==> config.mk <==
export PLATFORM = sky130hd
export DESIGN_NAME = bus_master_arb
export DESIGN_NICKNAME = d
export VERILOG_FILES = /design/src/rtl/bus_master_arb_pkg.sv /design/src/rtl/bclk_fall_det.sv /design/src/rtl/arb_req_stage.sv /design/src/rtl/arb_own_fsm.sv /design/src/rtl/bus_master_arb.sv
export SDC_FILE = /design/constraint.sdc
export NUM_CORES = 1
export LEC_CHECK = 0
export BUFFER_PORTS_ARGS = -buffer_cell sky130_fd_sc_hd__buf_2
export CAP_MARGIN = 20
export CORE_AREA = 4 4 41 43
export DETAILED_ROUTE_END_ITERATION = 12
export DIE_AREA = 0 0 45 47
export GPL_TIMING_DRIVEN = 0
export SLEW_MARGIN = 20
export SYNTH_ARGS = -nofsm -noshare
export SYNTH_HDL_FRONTEND = slang
export SYNTH_HIERARCHICAL = 1
export SYNTH_SLANG_ARGS = --single-unit
==> constraint.sdc <==
create_clock -name clk -period 2.2 [get_ports clk]
set_clock_uncertainty 0.15 [all_clocks]
set_input_delay 0.11 -clock clk [delete_from_list [all_inputs] [get_ports clk]]
set_output_delay 0.11 -clock clk [all_outputs]
set_load 0.02 [all_outputs]
==> src/rtl/bus_master_arb_pkg.sv <==
package bus_master_arb_pkg;
  typedef enum logic {
    ARB_IDLE = 1'b0,
    ARB_OWN  = 1'b1
  } arb_state_e;
endpackage

==> src/rtl/bclk_fall_det.sv <==
module bclk_fall_det (
  input  logic clk,
  input  logic rst_n,
  input  logic bclk,
  output logic fall
);
  logic prev_q;
  logic prev_d;

  always_comb begin
    prev_d = bclk;
  end

  always_ff @(posedge clk or negedge rst_n) begin
    if (!rst_n) prev_q <= 1'b0;
    else        prev_q <= prev_d;
  end

  assign fall = prev_q & ~bclk;
endmodule

==> src/rtl/arb_req_stage.sv <==
module arb_req_stage (
  input  logic clk,
  input  logic rst_n,
  input  logic init_n,
  input  logic tick,
  input  logic xfer_req,
  input  logic prio_in_n,
  output logic req_q,
  output logic pout_q
);
  logic req_d;
  logic pout_d;

  always_comb begin
    req_d  = req_q;
    pout_d = pout_q;
    if (!init_n) begin
      req_d  = 1'b0;
      pout_d = 1'b0;
    end else if (tick) begin
      req_d  = xfer_req;
      pout_d = ~prio_in_n & ~xfer_req;
    end
  end

  always_ff @(posedge clk or negedge rst_n) begin
    if (!rst_n) begin
      req_q  <= 1'b0;
      pout_q <= 1'b0;
    end else begin
      req_q  <= req_d;
      pout_q <= pout_d;
    end
  end
endmodule

==> src/rtl/arb_own_fsm.sv <==
module arb_own_fsm
  import bus_master_arb_pkg::*;
(
  input  logic clk,
  input  logic rst_n,
  input  logic init_n,
  input  logic tick,
  input  logic req_q,
  input  logic prio_in_n,
  input  logic busy_in_n,
  input  logic cmd_active,
  output logic own
);
  arb_state_e state_q;
  arb_state_e state_d;

  always_comb begin
    state_d = state_q;
    if (!init_n) begin
      state_d = ARB_IDLE;
    end else if (tick) begin
      unique case (state_q)
        ARB_IDLE: if (req_q && !prio_in_n && busy_in_n) state_d = ARB_OWN;
        ARB_OWN:  if ((prio_in_n || !req_q) && !cmd_active) state_d = ARB_IDLE;
        default:  state_d = ARB_IDLE;
      endcase
    end
  end

  always_ff @(posedge clk or negedge rst_n) begin
    if (!rst_n) state_q <= ARB_IDLE;
    else        state_q <= state_d;
  end

  assign own = (state_q == ARB_OWN);
endmodule

==> src/rtl/bus_master_arb.sv <==
module bus_master_arb (
  input  logic clk,
  input  logic rst_n,
  input  logic init_n,
  input  logic bclk,
  input  logic xfer_req,
  input  logic cmd_active,
  input  logic prio_in_n,
  input  logic busy_in_n,
  output logic breq_n,
  output logic busy_out_n,
  output logic drv_en_n,
  output logic prio_out_n
);
  logic tick;
  logic req_q;
  logic pout_q;
  logic own;

  bclk_fall_det u_fall (
    .clk   (clk),
    .rst_n (rst_n),
    .bclk  (bclk),
    .fall  (tick)
  );

  arb_req_stage u_req (
    .clk       (clk),
    .rst_n     (rst_n),
    .init_n    (init_n),
    .tick      (tick),
    .xfer_req  (xfer_req),
    .prio_in_n (prio_in_n),
    .req_q     (req_q),
    .pout_q    (pout_q)
  );

  arb_own_fsm u_fsm (
    .clk        (clk),
    .rst_n      (rst_n),
    .init_n     (init_n),
    .tick       (tick),
    .req_q      (req_q),
    .prio_in_n  (prio_in_n),
    .busy_in_n  (busy_in_n),
    .cmd_active (cmd_active),
    .own        (own)
  );

  assign breq_n     = ~req_q;
  assign busy_out_n = ~own;
  assign drv_en_n   = ~own;
  assign prio_out_n = ~pout_q;
endmodule

==> out/metrics.yaml, run 1 <==
grt_pass1_vias: 193
hold_class: "input pin to flop"
vias: 197
io_pins: 12
peakVddDrop_mv: 0.192
antenna_cells: 0
grt_overflow: 0
setup.worst_path.class: "input pin to flop"
grtUsageTotal: 0.0507
status: "complete, no violations"
slew_headroom: 0.884
cts_tree: "done"
ys_ff_latch: 4
firstDrtPassIters: 2
ys.warnings.count: 6
period_minus_slack_ps: 1740
synth-simple-area-share: 0.198
numClockSinks: 4
nNetsFinal: 48
max_freq_mhz: 573
start_kind: "input pin"
crit_fanout: 5
placed_cells: 45
comb_power_share: 0.141
synthAdderAreaFrac: 0
max-clock-path-buffers: 2
worst_ep_required_time_ps: 2220
cts-root-buf: "clkbuf_4"
switching_share: 0.208
antenna_found_initial: 0
cap_violations: 0
core_um2: 1300
drt_wl_total_um: 448
switchingPower_mw: 0.0401
cts_setup_buffers: 0
antenna_left: 0
drtIter0Drc: 1
grt_max_degree: 6
fin_setup_tns_ps: 0
finalNonFillerCells: 53
syn_to_final_growth_pct: 72.2
gp_congestion: 0.681
synth_edf_count: 0
yosys-top-cells-count: "dfrtp_1, inv_1"
cts-htree-levels: 1
via_per_inst: 3.72
route.detailed.drc: 0
io_buffer_count: 11
worst_pin_slew_ps: 172
synthCells: 19
drv_slew: 0
dieArea_um2: 2120
async_flop_share: 1.00
avgSynthCellArea_um2: 10.7
synth_fp_nets: 27
ys_top_cells_by_area: "dfrtp_1, inv_1, nor2b_4"
fp.dieH_um: 47
pwr-share-seq: 0.403
die_w_um: 45
start_util: 0.156
p_leak_nw: 0.160
rsz0062_at_grt: "false"
setup_viol: 0
muxShareOfSynthArea: 0.0494
wl_per_cell_um: 8.45
grt_pass1_wl_um: 731
clkTransAtPathRegs_ps: 40
rows: 13
ys_types: 13
synth.cell_area_um2: 203
synth_area_leader_cell: "dfrtp_1"
fin_crit_sh: 0.793
drive_gt1_frac: 0.447
synth_compound_area_frac: 0.148
synth_top_area_frac: 0.494
power.density_nw_per_um2: 553
synth_xor_area_frac: 0
cts_buffers: 3
synth_top_family_by_area: "simple AND/OR/NAND/NOR gates"
crit_arrival_ps: 1760
clock_power_share: 0.456
final-hold-violation-count: 0
synth-seq-area-share: 0.494
internal_power_mw: 0.153
end_kind: "flop"
clk_latency_ps: 230
synth_ff_type: "dfrtp_1"
worst max-delay path, stage by stage:
cell and delay, ps:
dlygate4sd3_1 530, buf_2 140, nor2b_4 160, nand2_1 80, o31ai_2 170, dlygate4sd3_1 560
stage by stage:
stage / instance area [um^2] / util / total power, mW / hold slack (ps) / worst slack (ps)
after detailed placement: 277 / 0.213 / 0.0997 / -229 / 917
after CTS: 349 / 0.268 / 0.198 / 22.0 / 471
after global routing: 349 / 0.268 / 0.205 / 46.0 / 407
final: 349 / 0.268 / 0.193 / 26.2 / 456
after global placement: 277 / 0.213 / 0.0994 / -232 / 935
after floorplan: 203 / - / 0.0877 / -336 / 980
layout make-up:
cell class	count	area, um^2
fill	157	952
timing repair buffer	16	105
sequential	4	100
multi-input combinational	10	80.1
clock buffer	3	22.5
tap	15	18.8
inverter	4	15.0
buffer	1	7.51
power by group through the flow:
stage	Sequential [mW]	Combinational, mW	Clock (mW)
global route	0.0779	0.0297	0.0975
CTS	0.0777	0.0274	0.0931
finish	0.0777	0.0272	0.0880
global placement	0.0785	0.0209	0
floorplan	0.0782	0.00954	0
detailed placement	0.0786	0.0211	0
final timing paths:
kind | startpoint | end | slack [ps] | cells after the start
setup / recovery | bclk | u_req/pout_q$_DFFE_PN0P_ | 460 | 6
setup reg to reg | u_fall/prev_q$_DFF_PN0_ | u_req/pout_q$_DFFE_PN0P_ | 670 | 4
min in group asynchronous | rst_n | u_fall/prev_q$_DFF_PN0_ | 70 | 2
hold / removal | cmd_active | u_fsm/own$_DFFE_PN0P_ | 30 | 3
max in group asynchronous | rst_n | u_fsm/own$_DFFE_PN0P_ | 1710 | 2
hold reg to reg | u_fsm/own$_DFFE_PN0P_ | u_fsm/own$_DFFE_PN0P_ | 420 | 2
state kept, by name, indices dropped and copies added (netlist names):
register	flops
u_fall/prev_q	1
u_req/pout_q	1
u_req/req_q	1
u_fsm/own	1
cell usage in the layout, fill, tap and decap left out:
| master | n |
|---|---|
| a21boi_1 | 1 |
| buf_4 | 1 |
| or3b_1 | 1 |
| nor2b_1 | 1 |
| nand2_1 | 1 |
| mux2i_1 | 1 |
| nand3b_1 | 1 |
| dlygate4sd3_1 | 5 |
| o31ai_2 | 1 |
| dfrtp_1 | 4 |
| clkbuf_4 | 3 |
| inv_1 | 4 |
| a21oi_1 | 1 |
| nor2b_4 | 1 |
| o21ai_0 | 1 |
| buf_2 | 11 |
metal layers:
layer | wire, um | track usage
met1 | 193 | 0.0503
met2 | 195 | 0.0706
met3 | 59 | 0.0536
met4 | 0 | 0.0175
met5 | 0 | 0
repair_timing:
item / 4_1_cts / 5_1_grt
hold endpoints to repair: 7 / 0
resized for setup: 0 / 0
hold buffers: 5 / 0
logic make-up (layout without fill, tap and decap cells):
family,after synthesis,after routing
DFF,4,4
muxes,1,1
and+or+nand+nor,5,5
AOI/OAI and AO/OA,4,4
buffers and inverters,5,24
(Power assumes the default switching activity.)
==> run 2, diff against run 1 <==
Clock period 2.2 ns to 1.4 ns, I/O delays scaled along.
==> run 2 against run 1 <==
Worst setup slack worse by 340 ps. Clock power is 57% higher. First-iteration DRC count stayed put. Largest power group unchanged. Highest routed layer unchanged.
==> out/metrics.yaml, run 2 (synthesis gave the netlist of run 1 again) <==
firstDrtPassIters: 2  # unchanged
crit_fanout: 5  # unchanged
status: "complete, no violations"
antenna_left: 0  # unchanged
ff2ff_setup_slack_ps: 110  # -560 ps
whs_endpoint: "u_req/pout_q$_DFFE_PN0P_"
worst_ep_required_time_ps: 1410  # -810 ps
period_minus_slack_ps: 1290
nNetsFinal: 49  # +2.1%
gp_congestion: 0.681  # unchanged
route.detailed.drc: 0  # unchanged
fp.dieH_um: 47  # unchanged
drive_gt1_frac: 0.436  # -0.0115
vias: 203  # +3.0%
slowest_stage: "or3b_1"
drt_wl_total_um: 472  # +5.4%
fin_crit_sh: 0.920
core_um2: 1300  # unchanged
clock_power_share: 0.451  # -0.005
numClockSinks: 4  # unchanged
p_leak_nw: 0.161  # +1.0%
switching_share: 0.208  # -0.000340
r2r_start: "u_fall/prev_q$_DFF_PN0_"
rsz0062_at_grt: "false"
power.density_nw_per_um2: 853  # +54%
clkTransAtPathRegs_ps: 40  # about the same
antenna_found_initial: 0  # unchanged
start_kind: "flop"
cts-root-buf: "clkbuf_4"
internal_power_mw: 0.243  # +59%
slowest_delay_ps: 340  # -220 ps
grt_max_degree: 6  # unchanged
crit_family: "simple AND/OR/NAND/NOR gates"
start_util: 0.156  # unchanged
io_pins: 12  # unchanged
crit_start: "u_fall/prev_q$_DFF_PN0_"
cap_violations: 0  # unchanged
pwr-share-seq: 0.399  # -0.004
most-common-layout-cells: "buf_2, dlygate4sd3_1, inv_1, dfrtp_1, clkbuf_4"
setup_viol: 0  # unchanged
max-clock-path-buffers: 2  # unchanged
clk_latency_ps: 230  # about the same
nFillCells: 152  # -3.2%
worst_pin_slew_ps: 174  # +2.18 ps
final-hold-violation-count: 0  # unchanged
r2r_cells: 4  # unchanged
hold_class: "input pin to flop"
cts_setup_buffers: 0  # unchanged
crit_buf_inv: 0  # -3
rows: 13  # unchanged
grt_pass1_wl_um: 800  # +9.4%
die_w_um: 45  # unchanged
syn_to_final_growth_pct: 77.2
peakVddDrop_mv: 0.301  # +57%
min_from: "bclk"
cts_buffers: 3  # unchanged
cp_cell_sequence: "nor2b_4 > a21oi_1 > or3b_1 > a21boi_1"
dieArea_um2: 2120  # unchanged
grtUsageTotal: 0.0546  # +0.00396
grt_pass1_vias: 214  # +11%
cts_tree: "done"
hold_depth: 4  # +1
comb_power_share: 0.150  # +0.009
antenna_cells: 0  # unchanged
setup.worst_path.class: "flop to flop"
switchingPower_mw: 0.0636  # +59%
fin_setup_tns_ps: 0  # unchanged
drv_slew: 0  # unchanged
io_buffer_count: 11  # unchanged
wl_per_cell_um: 8.74  # +3.4%
drtIter0Drc: 1  # unchanged
fin_ws_ps: 112  # -343 ps
via_per_inst: 3.76  # +1.1%
cts-htree-levels: 1  # unchanged
grt_overflow: 0  # unchanged
crit_arrival_ps: 1290  # -470 ps
layout_commonest_cell: "buf_2"
max_freq_mhz: 777
reg2reg_to: "u_fsm/own$_DFFE_PN0P_"
pre_cts_slack_ps: 117  # -800 ps
slew_headroom: 0.883  # -0.00146
end_kind: "flop"
==> run 2: changes by cell type in the layout (fill, tap and decap cells not counted) <==
cell | previous run | this run
dlygate4sd3_1 | 5 | 6
==> run 2: cell type report <==
| class | count | area (um^2) | share of cell area |
|---|---|---|---|
| multi-input cells | 10 | 80.1 | 0.223 |
| repair buffers | 17 | 115 | 0.321 |
| well taps | 15 | 18.8 | 0.0523 |
| inverters | 4 | 15.0 | 0.0418 |
| flip-flops and latches | 4 | 100 | 0.279 |
| clock buffers | 3 | 22.5 | 0.0627 |
| plain buffers | 1 | 7.51 | 0.0209 |
==> run 2: worst max path at each step <==
stage / endpoint / slack, ps / cells after the start
final: u_fsm/own$_DFFE_PN0P_ / 110 / 4
after global routing: u_fsm/own$_DFFE_PN0P_ / 70 / 4
after CTS: u_fsm/own$_DFFE_PN0P_ / 110 / 4
after detailed placement: u_fsm/own$_DFFE_PN0P_ / 120 / 4
after global placement: u_fsm/own$_DFFE_PN0P_ / 140 / 4
after floorplan: u_fsm/own$_DFFE_PN0P_ / 180 / 4
==> run 2: metrics by stage <==
| step | area (um^2) | hold slack [ps] | power (mW) | cells | utilization |
|---|---|---|---|---|---|
| after floorplan | 203 | -376 | 0.138 | 19 | - |
| after global placement | 277 | -272 | 0.156 | 45 | 0.213 |
| after detailed placement | 277 | -269 | 0.157 | 45 | 0.213 |
| after CTS | 359 | 4.70 | 0.315 | 54 | 0.276 |
| after global routing | 359 | 15.4 | 0.326 | 54 | 0.276 |
| final | 359 | 16.2 | 0.306 | 54 | 0.276 |
==> run 2: worst register-to-register path: stages, from the launching register on <==
cell	delay, ps
dfrtp_1	310
nor2b_4	190
a21oi_1	80
or3b_1	340
a21boi_1	140
==> run 2: repair_timing <==
action | in CTS | in global routing
endpoints found under the setup margin | 0 | 0
gates resized for setup | 0 | 0
hold endpoints to repair | 8 | 0
hold buffers | 6 | 0
==> run 2: metal layers <==
metal / up-vias / part of all wire / GRT usage
met2: 8 / 0.45 / 0.0847
met4: 0 / 0 / 0.0175
met5: - / 0 / 0
met1: 95 / 0.44 / 0.0526
met3: 0 / 0.11 / 0.0498
li1: 100 / - / -
==> run 2: power groups by stage <==
stage	Sequential (mW)	Clock (mW)	Combinational, mW
2_1_floorplan	0.123	0	0.0150
3_3_place_gp	0.123	0	0.0328
3_5_place_dp	0.124	0	0.0332
4_1_cts	0.122	0.146	0.0462
5_1_grt	0.122	0.153	0.0502
6_report	0.122	0.138	0.0460
==> run 3, diff against run 2 <==
Settings changed: HOLD_SLACK_MARGIN set to 0.1.
==> run 3 against run 2 <==
The run now ends with hold timing left. Maximum frequency is 0.12% higher. Via count stayed put. Utilization stayed put. Largest cell class unchanged. Largest power group unchanged. Highest routed layer unchanged.
==> out/metrics.yaml, run 3 (synthesis gave the netlist of run 1 again) <==
grt_overflow: 0  # unchanged
ff2ff_setup_slack_ps: 110  # about the same
syn_to_final_growth_pct: 77.2  # unchanged
drt_wl_total_um: 482  # +2.1%
power_mw: 0.307  # +0.17%
dieArea_um2: 2120  # unchanged
whs_endpoint: "u_fall/prev_q$_DFF_PN0_"
cts-root-buf: "clkbuf_4"
antenna_left: 0  # unchanged
cts_hold_buffers: 6  # unchanged
firstDrtPassIters: 2  # unchanged
fp.dieH_um: 47  # unchanged
nFillCells: 154  # +1.3%
start_util: 0.156  # unchanged
core_um2: 1300  # unchanged
slew_headroom: 0.875  # -0.00822
grt_pass1_vias: 216  # +0.93%
worst_ep_required_time_ps: 1410  # about the same
max_freq_mhz: 778  # +0.12%
wl_per_cell_um: 8.93  # +2.1%
nNetsFinal: 49  # unchanged
r2r_start: "u_fall/prev_q$_DFF_PN0_"
drv_slew: 0  # unchanged
r2r_cells: 4  # unchanged
gp_congestion: 0.681  # unchanged
period_minus_slack_ps: 1290  # -1.55 ps
end_kind: "flop"
ctsResizeCount: 0  # unchanged
min_from: "bclk"
start_kind: "flop"
cts_tree: "done"
final-hold-violation-count: 1  # +1
clk_latency_ps: 230  # about the same
drtIter0Drc: 1  # unchanged
numClockSinks: 4  # unchanged
io_buffer_count: 11  # unchanged
grt_max_degree: 6  # unchanged
layout_commonest_cell: "buf_2"
grt_pass1_wl_um: 793  # -0.88%
die_w_um: 45  # unchanged
antenna_cells: 0  # unchanged
max-clock-path-buffers: 2  # unchanged
fin_setup_tns_ps: 0  # unchanged
grtUsageTotal: 0.0546  # unchanged
peakVddDrop_mv: 0.302  # +0.17%
cap_violations: 0  # unchanged
drive_gt1_frac: 0.436  # unchanged
p_leak_nw: 0.161  # unchanged
cts_buffers: 3  # unchanged
hold_class: "input pin to flop"
rsz0062_at_grt: "false"
worst_pin_slew_ps: 187  # +12.8 ps
via_per_inst: 3.76  # unchanged
setup_viol: 0  # unchanged
rows: 13  # unchanged
crit_fanout: 5  # unchanged
status: "finished with violations"
fin_crit_sh: 0.919  # -0.00110
route.detailed.drc: 0  # unchanged
vias: 203  # unchanged
antenna_found_initial: 0  # unchanged
violations: "hold timing"
worst_hold_slack_ps: -160  # -176 ps
most-common-layout-cells: "buf_2, dlygate4sd3_1, inv_1, dfrtp_1, clkbuf_4"
cts-htree-levels: 1  # unchanged
io_pins: 12  # unchanged
reg2reg_to: "u_fsm/own$_DFFE_PN0P_"
cts_setup_buffers: 0  # unchanged
power.density_nw_per_um2: 855  # +0.17%
setup.worst_path.class: "flop to flop"
hold_depth: 1  # -3
clkTransAtPathRegs_ps: 40  # about the same
crit_arrival_ps: 1290  # about the same
run 3: cell counts in the layout (fill, tap and decap cells not counted):
Identical to the previous run, type by type.
run 3: power breakdown:
part	internal, mW	leakage [nW]	switching, mW	total, mW
clock network	0.0956	0.0138	0.0430	0.139
registers	0.120	0.0529	0.00202	0.122
logic	0.0271	0.0947	0.0190	0.0461
total	0.243	0.161	0.0641	0.307
run 3: worst max-delay path by stage:
stage,start,end,slack [ps],depth (start not counted)
floorplan,u_fall/prev_q$_DFF_PN0_,u_fsm/own$_DFFE_PN0P_,180,4
global placement,u_fall/prev_q$_DFF_PN0_,u_fsm/own$_DFFE_PN0P_,140,4
detailed placement,u_fall/prev_q$_DFF_PN0_,u_fsm/own$_DFFE_PN0P_,120,4
CTS,u_fall/prev_q$_DFF_PN0_,u_fsm/own$_DFFE_PN0P_,110,4
global route,u_fall/prev_q$_DFF_PN0_,u_fsm/own$_DFFE_PN0P_,70,4
finish,u_fall/prev_q$_DFF_PN0_,u_fsm/own$_DFFE_PN0P_,110,4
run 3: stage by stage:
stage / worst slack, ps / area (um^2) / std cells / hold slack (ps) / util
5_1_grt: 65.8 / 359 / 54 / -168 / 0.276
2_1_floorplan: 180 / 203 / 19 / -376 / -
3_3_place_gp: 135 / 277 / 45 / -272 / 0.213
4_1_cts: 109 / 359 / 54 / -166 / 0.276
6_report: 114 / 359 / 54 / -160 / 0.276
3_5_place_dp: 117 / 277 / 45 / -269 / 0.213
run 3: critical path: stages, from the launching register on:
cell and delay, ps:
dfrtp_1 310, nor2b_4 190, a21oi_1 80, or3b_1 340
a21boi_1 140
run 3: cell type report:
class,count,area [um^2],share of cell area
Sequential cell,4,100,0.279
Buffer,1,7.51,0.0209
Multi-Input combinational cell,10,80.1,0.223
Tap cell,15,18.8,0.0523
Clock buffer,3,22.5,0.0627
Timing Repair Buffer,17,115,0.321
Inverter,4,15.0,0.0418
run 3: layer usage:
| metal | share of wire | GRT usage | up-vias |
|---|---|---|---|
| met5 | 0 | 0 | - |
| met4 | 0 | 0.0175 | 0 |
| met3 | 0.10 | 0.0498 | 0 |
| li1 | - | - | 101 |
| met2 | 0.48 | 0.0876 | 8 |
| met1 | 0.41 | 0.0503 | 94 |
